File: src/rtl/ipc_pkg.sv
package ipc_pkg;
  typedef enum logic [1:0] {
    ST_RUN  = 2'd0,
    ST_IDLE = 2'd1,
    ST_STOP = 2'd2
  } gate_state_e;
endpackage

File: src/rtl/ipc_wake_sync.sv
// Synchronizes the asynchronous wake pin; the idle level (high) is the reset value.
module ipc_wake_sync #(
  parameter int STAGES = 2
) (
  input  logic clk,
  input  logic rst_n,
  input  logic pin_n,
  output logic sync_n
);
  logic [STAGES-1:0] chain_q;

  generate
    if (STAGES == 1) begin : g_one
      always_ff @(posedge clk or negedge rst_n) begin
        if (!rst_n) chain_q <= 1'b1;
        else        chain_q <= pin_n;
      end
    end else begin : g_many
      always_ff @(posedge clk or negedge rst_n) begin
        if (!rst_n) chain_q <= '1;
        else        chain_q <= {chain_q[STAGES-2:0], pin_n};
      end
    end
  endgenerate

  assign sync_n = chain_q[STAGES-1];
endmodule

File: src/rtl/ipc_gate_fsm.sv
// Run / idle / stop decision. A stop request outranks everything else.
module ipc_gate_fsm
  import ipc_pkg::*;
(
  input  logic        clk,
  input  logic        rst_n,
  input  logic        runq_empty,
  input  logic        irq_any,
  input  logic        stop_req,
  input  logic        wake_sync_n,
  output gate_state_e state_q,
  output gate_state_e state_d
);
  always_comb begin
    state_d = state_q;
    if (stop_req) begin
      state_d = ST_STOP;
    end else begin
      unique case (state_q)
        ST_RUN:  if (runq_empty && !irq_any) state_d = ST_IDLE;
        ST_IDLE: if (!runq_empty || irq_any) state_d = ST_RUN;
        ST_STOP: if (!wake_sync_n)           state_d = ST_RUN;
        default: state_d = ST_RUN;
      endcase
    end
  end

  always_ff @(posedge clk or negedge rst_n) begin
    if (!rst_n) state_q <= ST_RUN;
    else        state_q <= state_d;
  end
endmodule

File: src/rtl/ipc_enable_regs.sv
// Peripheral mask plus the output flops; outputs follow the next state so
// they switch on the same edge as the state register.
module ipc_enable_regs
  import ipc_pkg::*;
#(
  parameter int N_PERIPH = 8
) (
  input  logic                clk,
  input  logic                rst_n,
  input  logic                mask_we,
  input  logic [N_PERIPH-1:0] mask_wdata,
  input  gate_state_e         state_d,
  output logic                cpu_en_q,
  output logic [N_PERIPH-1:0] periph_en_q
);
  logic [N_PERIPH-1:0] mask_q;
  logic [N_PERIPH-1:0] mask_d;
  logic                stop_next;

  assign mask_d    = mask_we ? mask_wdata : mask_q;
  assign stop_next = (state_d == ST_STOP);

  always_ff @(posedge clk or negedge rst_n) begin
    if (!rst_n) begin
      mask_q   <= '1;
      cpu_en_q <= 1'b1;
    end else begin
      mask_q   <= mask_d;
      cpu_en_q <= (state_d == ST_RUN);
    end
  end

  generate
    for (genvar i = 0; i < N_PERIPH; i++) begin : g_pen
      always_ff @(posedge clk or negedge rst_n) begin
        if (!rst_n) periph_en_q[i] <= 1'b1;
        else        periph_en_q[i] <= mask_d[i] & ~stop_next;
      end
    end
  endgenerate
endmodule

File: src/rtl/ipc_power_ctrl.sv
module ipc_power_ctrl
  import ipc_pkg::*;
#(
  parameter int N_PERIPH    = 8,
  parameter int N_IRQ       = 4,
  parameter int SYNC_STAGES = 2
) (
  input  logic                clk,
  input  logic                rst_n,
  input  logic                wr_en,
  input  logic                wr_addr,
  input  logic [N_PERIPH-1:0] wr_data,
  input  logic                runq_empty,
  input  logic [N_IRQ-1:0]    irq_pend,
  input  logic                wake_n,
  output logic                cpu_clk_en,
  output logic [N_PERIPH-1:0] periph_clk_en
);
  logic        mask_we;
  logic        stop_req;
  logic        irq_any;
  logic        wake_sync_n;
  gate_state_e state_q;
  gate_state_e state_d;

  assign mask_we  = wr_en && (wr_addr == 1'b0);
  assign stop_req = wr_en && (wr_addr == 1'b1) && wr_data[0];
  assign irq_any  = |irq_pend;

  ipc_wake_sync #(.STAGES(SYNC_STAGES)) u_sync (
    .clk    (clk),
    .rst_n  (rst_n),
    .pin_n  (wake_n),
    .sync_n (wake_sync_n)
  );

  ipc_gate_fsm u_fsm (
    .clk         (clk),
    .rst_n       (rst_n),
    .runq_empty  (runq_empty),
    .irq_any     (irq_any),
    .stop_req    (stop_req),
    .wake_sync_n (wake_sync_n),
    .state_q     (state_q),
    .state_d     (state_d)
  );

  ipc_enable_regs #(.N_PERIPH(N_PERIPH)) u_regs (
    .clk         (clk),
    .rst_n       (rst_n),
    .mask_we     (mask_we),
    .mask_wdata  (wr_data),
    .state_d     (state_d),
    .cpu_en_q    (cpu_clk_en),
    .periph_en_q (periph_clk_en)
  );
endmodule

File: config.mk
export PLATFORM = sky130hd
export DESIGN_NAME = ipc_power_ctrl
export DESIGN_NICKNAME = d
export VERILOG_FILES = /design/src/rtl/ipc_pkg.sv /design/src/rtl/ipc_wake_sync.sv /design/src/rtl/ipc_gate_fsm.sv /design/src/rtl/ipc_enable_regs.sv /design/src/rtl/ipc_power_ctrl.sv
export SDC_FILE = /design/constraint.sdc
export NUM_CORES = 1
export LEC_CHECK = 0
export BUFFER_PORTS_ARGS = -buffer_cell sky130_fd_sc_hd__buf_2
export CELL_PAD_IN_SITES_DETAIL_PLACEMENT = 0
export CELL_PAD_IN_SITES_GLOBAL_PLACEMENT = 1
export CORE_ASPECT_RATIO = 0.75
export CORE_UTILIZATION = 39
export DETAILED_ROUTE_END_ITERATION = 10
export PLACE_DENSITY_LB_ADDON = 0.1
export SYNTH_ARGS = -nofsm -noshare
export SYNTH_HDL_FRONTEND = slang
export SYNTH_HIERARCHICAL = 1
export SYNTH_SLANG_ARGS = --single-unit
File: constraint.sdc
create_clock -name clk -period 1.8 [get_ports clk]
set_input_delay 0.27 -clock clk [delete_from_list [all_inputs] [get_ports clk]]
set_output_delay 0.27 -clock clk [all_outputs]
set_load 0.01 [all_outputs]
==> results list <==
- Detailed-route wire length: roughly 1200 um
- Of the available clock period, the critical path in the final layout requires 0.880.
- The number of antenna violations at the first check in global routing came to 0.
- Count of pins on the block boundary: 27
- Data arrival time of the worst path: 1.82 ns
- Crit path max-delay cell type: sky130_fd_sc_hd__o21bai_1
* Vertical extent of the die: ~42 um
* Maximum clock skew at final layout: about 0.0012 ns
- Crit end category: flop
- Walking the worst path, the cells encountered are nand2_1 > o21bai_1 > and2b_1 > nor2b_4.
- Delay of the slowest cell on the worst path: just under 0.6 ns
- Counting along the longest clock path gives a buffer depth of 2.
- Max Slew Vio Count: 0
* TritonCTS buffer count: 3
- First-pass DRT Iterations: 2
- Of the total synthesized cell area, the portion taken by full adders, half adders and majority gates is 0.
- Mean area per synthesized cell: approximately 18 um2
- The most critical setup path has its endpoint at u_regs/periph_en_q[5].
* Cell depth of the worst setup path: 4
- NumNets Final: slightly below 100
- Number of setup violations in the final report: 0
- Max H-tree Level: 1
- Global routing finished with a remaining overflow of 0.
* Status: finished clean
* Setup repair after global routing missed its margin: no
- The endpoint identified for the worst register-to-register timing path is u_regs/periph_en_q[5].
- Hold/Removal Path Class: in2reg
- Avg Vias per Cell: roughly 4.6
- Measured against the total synthesized area, the mux share comes to 0.145.
* Cell area after technology mapping: about 830 um2
- Fin crit period: roughly 1.6 ns
- Post-cts gate resize count: 0
* Total number of placement rows: 14
- Lkg Pwr: between 0.4 and 0.5 nW
- Tracing the worst setup path back leads to its startpoint at u_sync/chain_q[1].
- The worst setup path is launched from a flop.
* Area growth from synthesis to layout: 23.5%
* Width of the chip: ~55 um
- TritonCTS built the clock tree.
- Depth of the worst register-to-register path: 4
* Start-to-end type of the worst setup path: reg2reg
* Highest clock rate: 631 MHz
- The first routing iteration left 2 violations.
* Sequential cell area fraction in the yosys report: 0.665
* Number of buffer cells added on primary ports: 26
- Number of vias after detailed routing: around 470
- Clk sinks: 21
- DRC violation count after routing: 0
* Number of diodes added for antenna fixing: 0
- Of the total synthesized cell area, the portion taken by AND, OR, NAND and NOR gates is 0.0939.
* Starting utilization of the core area: 0.414
- GRT Util Overall: 0.133
- Entering global routing, the biggest net connects 22 pins.
* Area fraction in compound gates after synthesis: 0.0773
* Power per cell area: 964 nW/um2
- In the final layout, the share of cells above drive strength 1 is 0.795.
* Area inside the core boundary: 2000 um2
- Via count of the first global-routing pass: 480
* Global-route wire length before repair: between 2000 and 2500 um
* Main combinational cell family by area after synthesis: multiplexers
- Once layout is complete, the utilization of the core stands at 0.511.
- Counting distinct cell types in the post-synthesis netlist gives 16.
* Antenna Nets Post-Route: 0
- Synth warn: 6
- Top fanout value on the critical path: 9
* Slew margin rel.: 0.505
- Clock root buffer: sky130_fd_sc_hd__clkbuf_4
- Crit path buf inv count: 0
- At the pin with the least slew margin, the transition time is about 0.74 ns.
- In the final routed layout, each cell accounts on average for approximately 12 um.
- The clock reaches the later pin of the worst-skew pair after 0.29 ns.
- The count of final hold-check violations is 0.
- Worst-case register-to-register setup slack: ~0.22 ns
- In the final timing run, aggregate negative setup slack is 0 ns.
- Startpoint of the worst register-to-register path: u_sync/chain_q[1]
* Family with the most delay on the worst path: compound AO/OA/AOI/OAI gates
- VDD IR-drop max: between 0.0005 and 0.0006 V
- RePlAce Congestion: a little under 0.7
- In the synthesized netlist, the number of instances is 47.
- After clock tree synthesis, the clock-pin slew on the worst setup and hold paths is 0.10 ns.
- Detailed placement finished with a half-perimeter wire length of 920 um.
* Synth Net Count: 65
- Max-cap violations in this run came to 0.
- Share of the synthesized netlist area taken by xor and xnor gates: 0
* FF+latch count, synth: 21
* Worst Path Required: approximately 2 ns
* Total Die Area: 2310 um2
-- cell usage after synthesis, drive strengths merged --
cell type | number | area share
buf | 1 | 0.014
dfstp | 19 | 0.60
dfrtp | 2 | 0.061
mux2 | 8 | 0.15
o21bai | 1 | 0.0091
and2b | 1 | 0.0091
a21boi | 6 | 0.068
nor2 | 1 | 0.0045
inv | 1 | 0.0045
and3 | 1 | 0.0076
nor2b | 3 | 0.041
nor4b | 1 | 0.018
nand2 | 1 | 0.0045
or4 | 1 | 0.0091
-- layout by cell type (no fill, tap or decap) --
cell type / Yosys / routed
sky130_fd_sc_hd__buf_2: 0 / 26
sky130_fd_sc_hd__dfstp_2: 19 / 19
sky130_fd_sc_hd__mux2_4: 8 / 8
sky130_fd_sc_hd__a21boi_1: 5 / 5
sky130_fd_sc_hd__clkbuf_4: 0 / 3
sky130_fd_sc_hd__dfrtp_1: 2 / 2
sky130_fd_sc_hd__nor2b_4: 2 / 2
sky130_fd_sc_hd__nor2b_1: 1 / 1
sky130_fd_sc_hd__and3_1: 1 / 1
sky130_fd_sc_hd__or4_1: 1 / 1
sky130_fd_sc_hd__clkinv_2: 0 / 1
sky130_fd_sc_hd__dlygate4sd3_1: 0 / 1
sky130_fd_sc_hd__nor4b_2: 1 / 1
sky130_fd_sc_hd__nand2_1: 1 / 1
sky130_fd_sc_hd__o21bai_1: 1 / 1
sky130_fd_sc_hd__inv_1: 1 / 1
sky130_fd_sc_hd__and2b_1: 1 / 1
sky130_fd_sc_hd__a21boi_4: 1 / 1
sky130_fd_sc_hd__nor2_1: 1 / 1
sky130_fd_sc_hd__buf_4: 0 / 1
-- state kept, by name, indices dropped and copies added, names as in the netlist --
signal,count
u_regs/cpu_en_q,1
u_regs/mask_q,8
u_regs/periph_en_q,8
u_fsm/state_q,2
u_sync/chain_q,2
-- metal layers --
layer	share of wire	track usage
met1	0.46	0.169
met2	0.46	0.202
met3	0.079	0.0659
met4	0	0.0300
met5	0	0
-- cell type report --
type                       instances  area, um2
inverter                           1       3.75
timing repair buffer              28        148
tap                               24       30.0
fill                             186        977
clock buffer                       3       22.5
sequential                        21        549
clock inverter                     1       5.00
multi-input combinational         24        262
-- logic make-up (layout without fill, tap and decap cells) --
kind of cell | Yosys count | after routing
simple gates | 9 | 9
compound gates | 7 | 7
flops | 21 | 21
buf+inv | 2 | 33
mux | 8 | 8
-- power breakdown --
group | switching, W | internal, W
Sequential | 0.0000156 | 0.000573
Clock | 0.000129 | 0.0000828
Combinational | 0.0000786 | 0.000103
-- worst min-delay path by stage --
stage                 from                 to  slack, ns  cells after the start
floorplan            rst_n   u_fsm/state_q[0]      -0.03                      0
CTS                 wake_n  u_sync/chain_q[0]       0.05                      1
finish              wake_n  u_sync/chain_q[0]       0.06                      1
detailed placement   rst_n   u_fsm/state_q[1]       0.24                      1
global placement     rst_n   u_fsm/state_q[1]       0.24                      1
global route        wake_n  u_sync/chain_q[0]       0.04                      1
-- per-stage QoR --
step | hold slack (ns) | setup WS, ns | instances | instance area [um2] | power (W)
after floorplan | -0.0256 | 0.198 | 47 | 826 | 0.000710
after global placement | 0.242 | 0.00783 | 97 | 982 | 0.000778
after detailed placement | 0.243 | -0.0564 | 97 | 982 | 0.000778
after CTS | 0.0456 | 0.201 | 102 | 1020 | 0.00100
after global routing | 0.0422 | 0.0794 | 102 | 1020 | 0.00103
final | 0.0609 | 0.216 | 102 | 1020 | 0.000983
-- timing repair --
action / 4_1_cts / 5_1_grt
endpoints found under the hold margin: 2 / 0
hold buffers: 1 / 0
buffers inserted: 0 / 0
No activity file was read; power rests on OpenSTA's default activity.
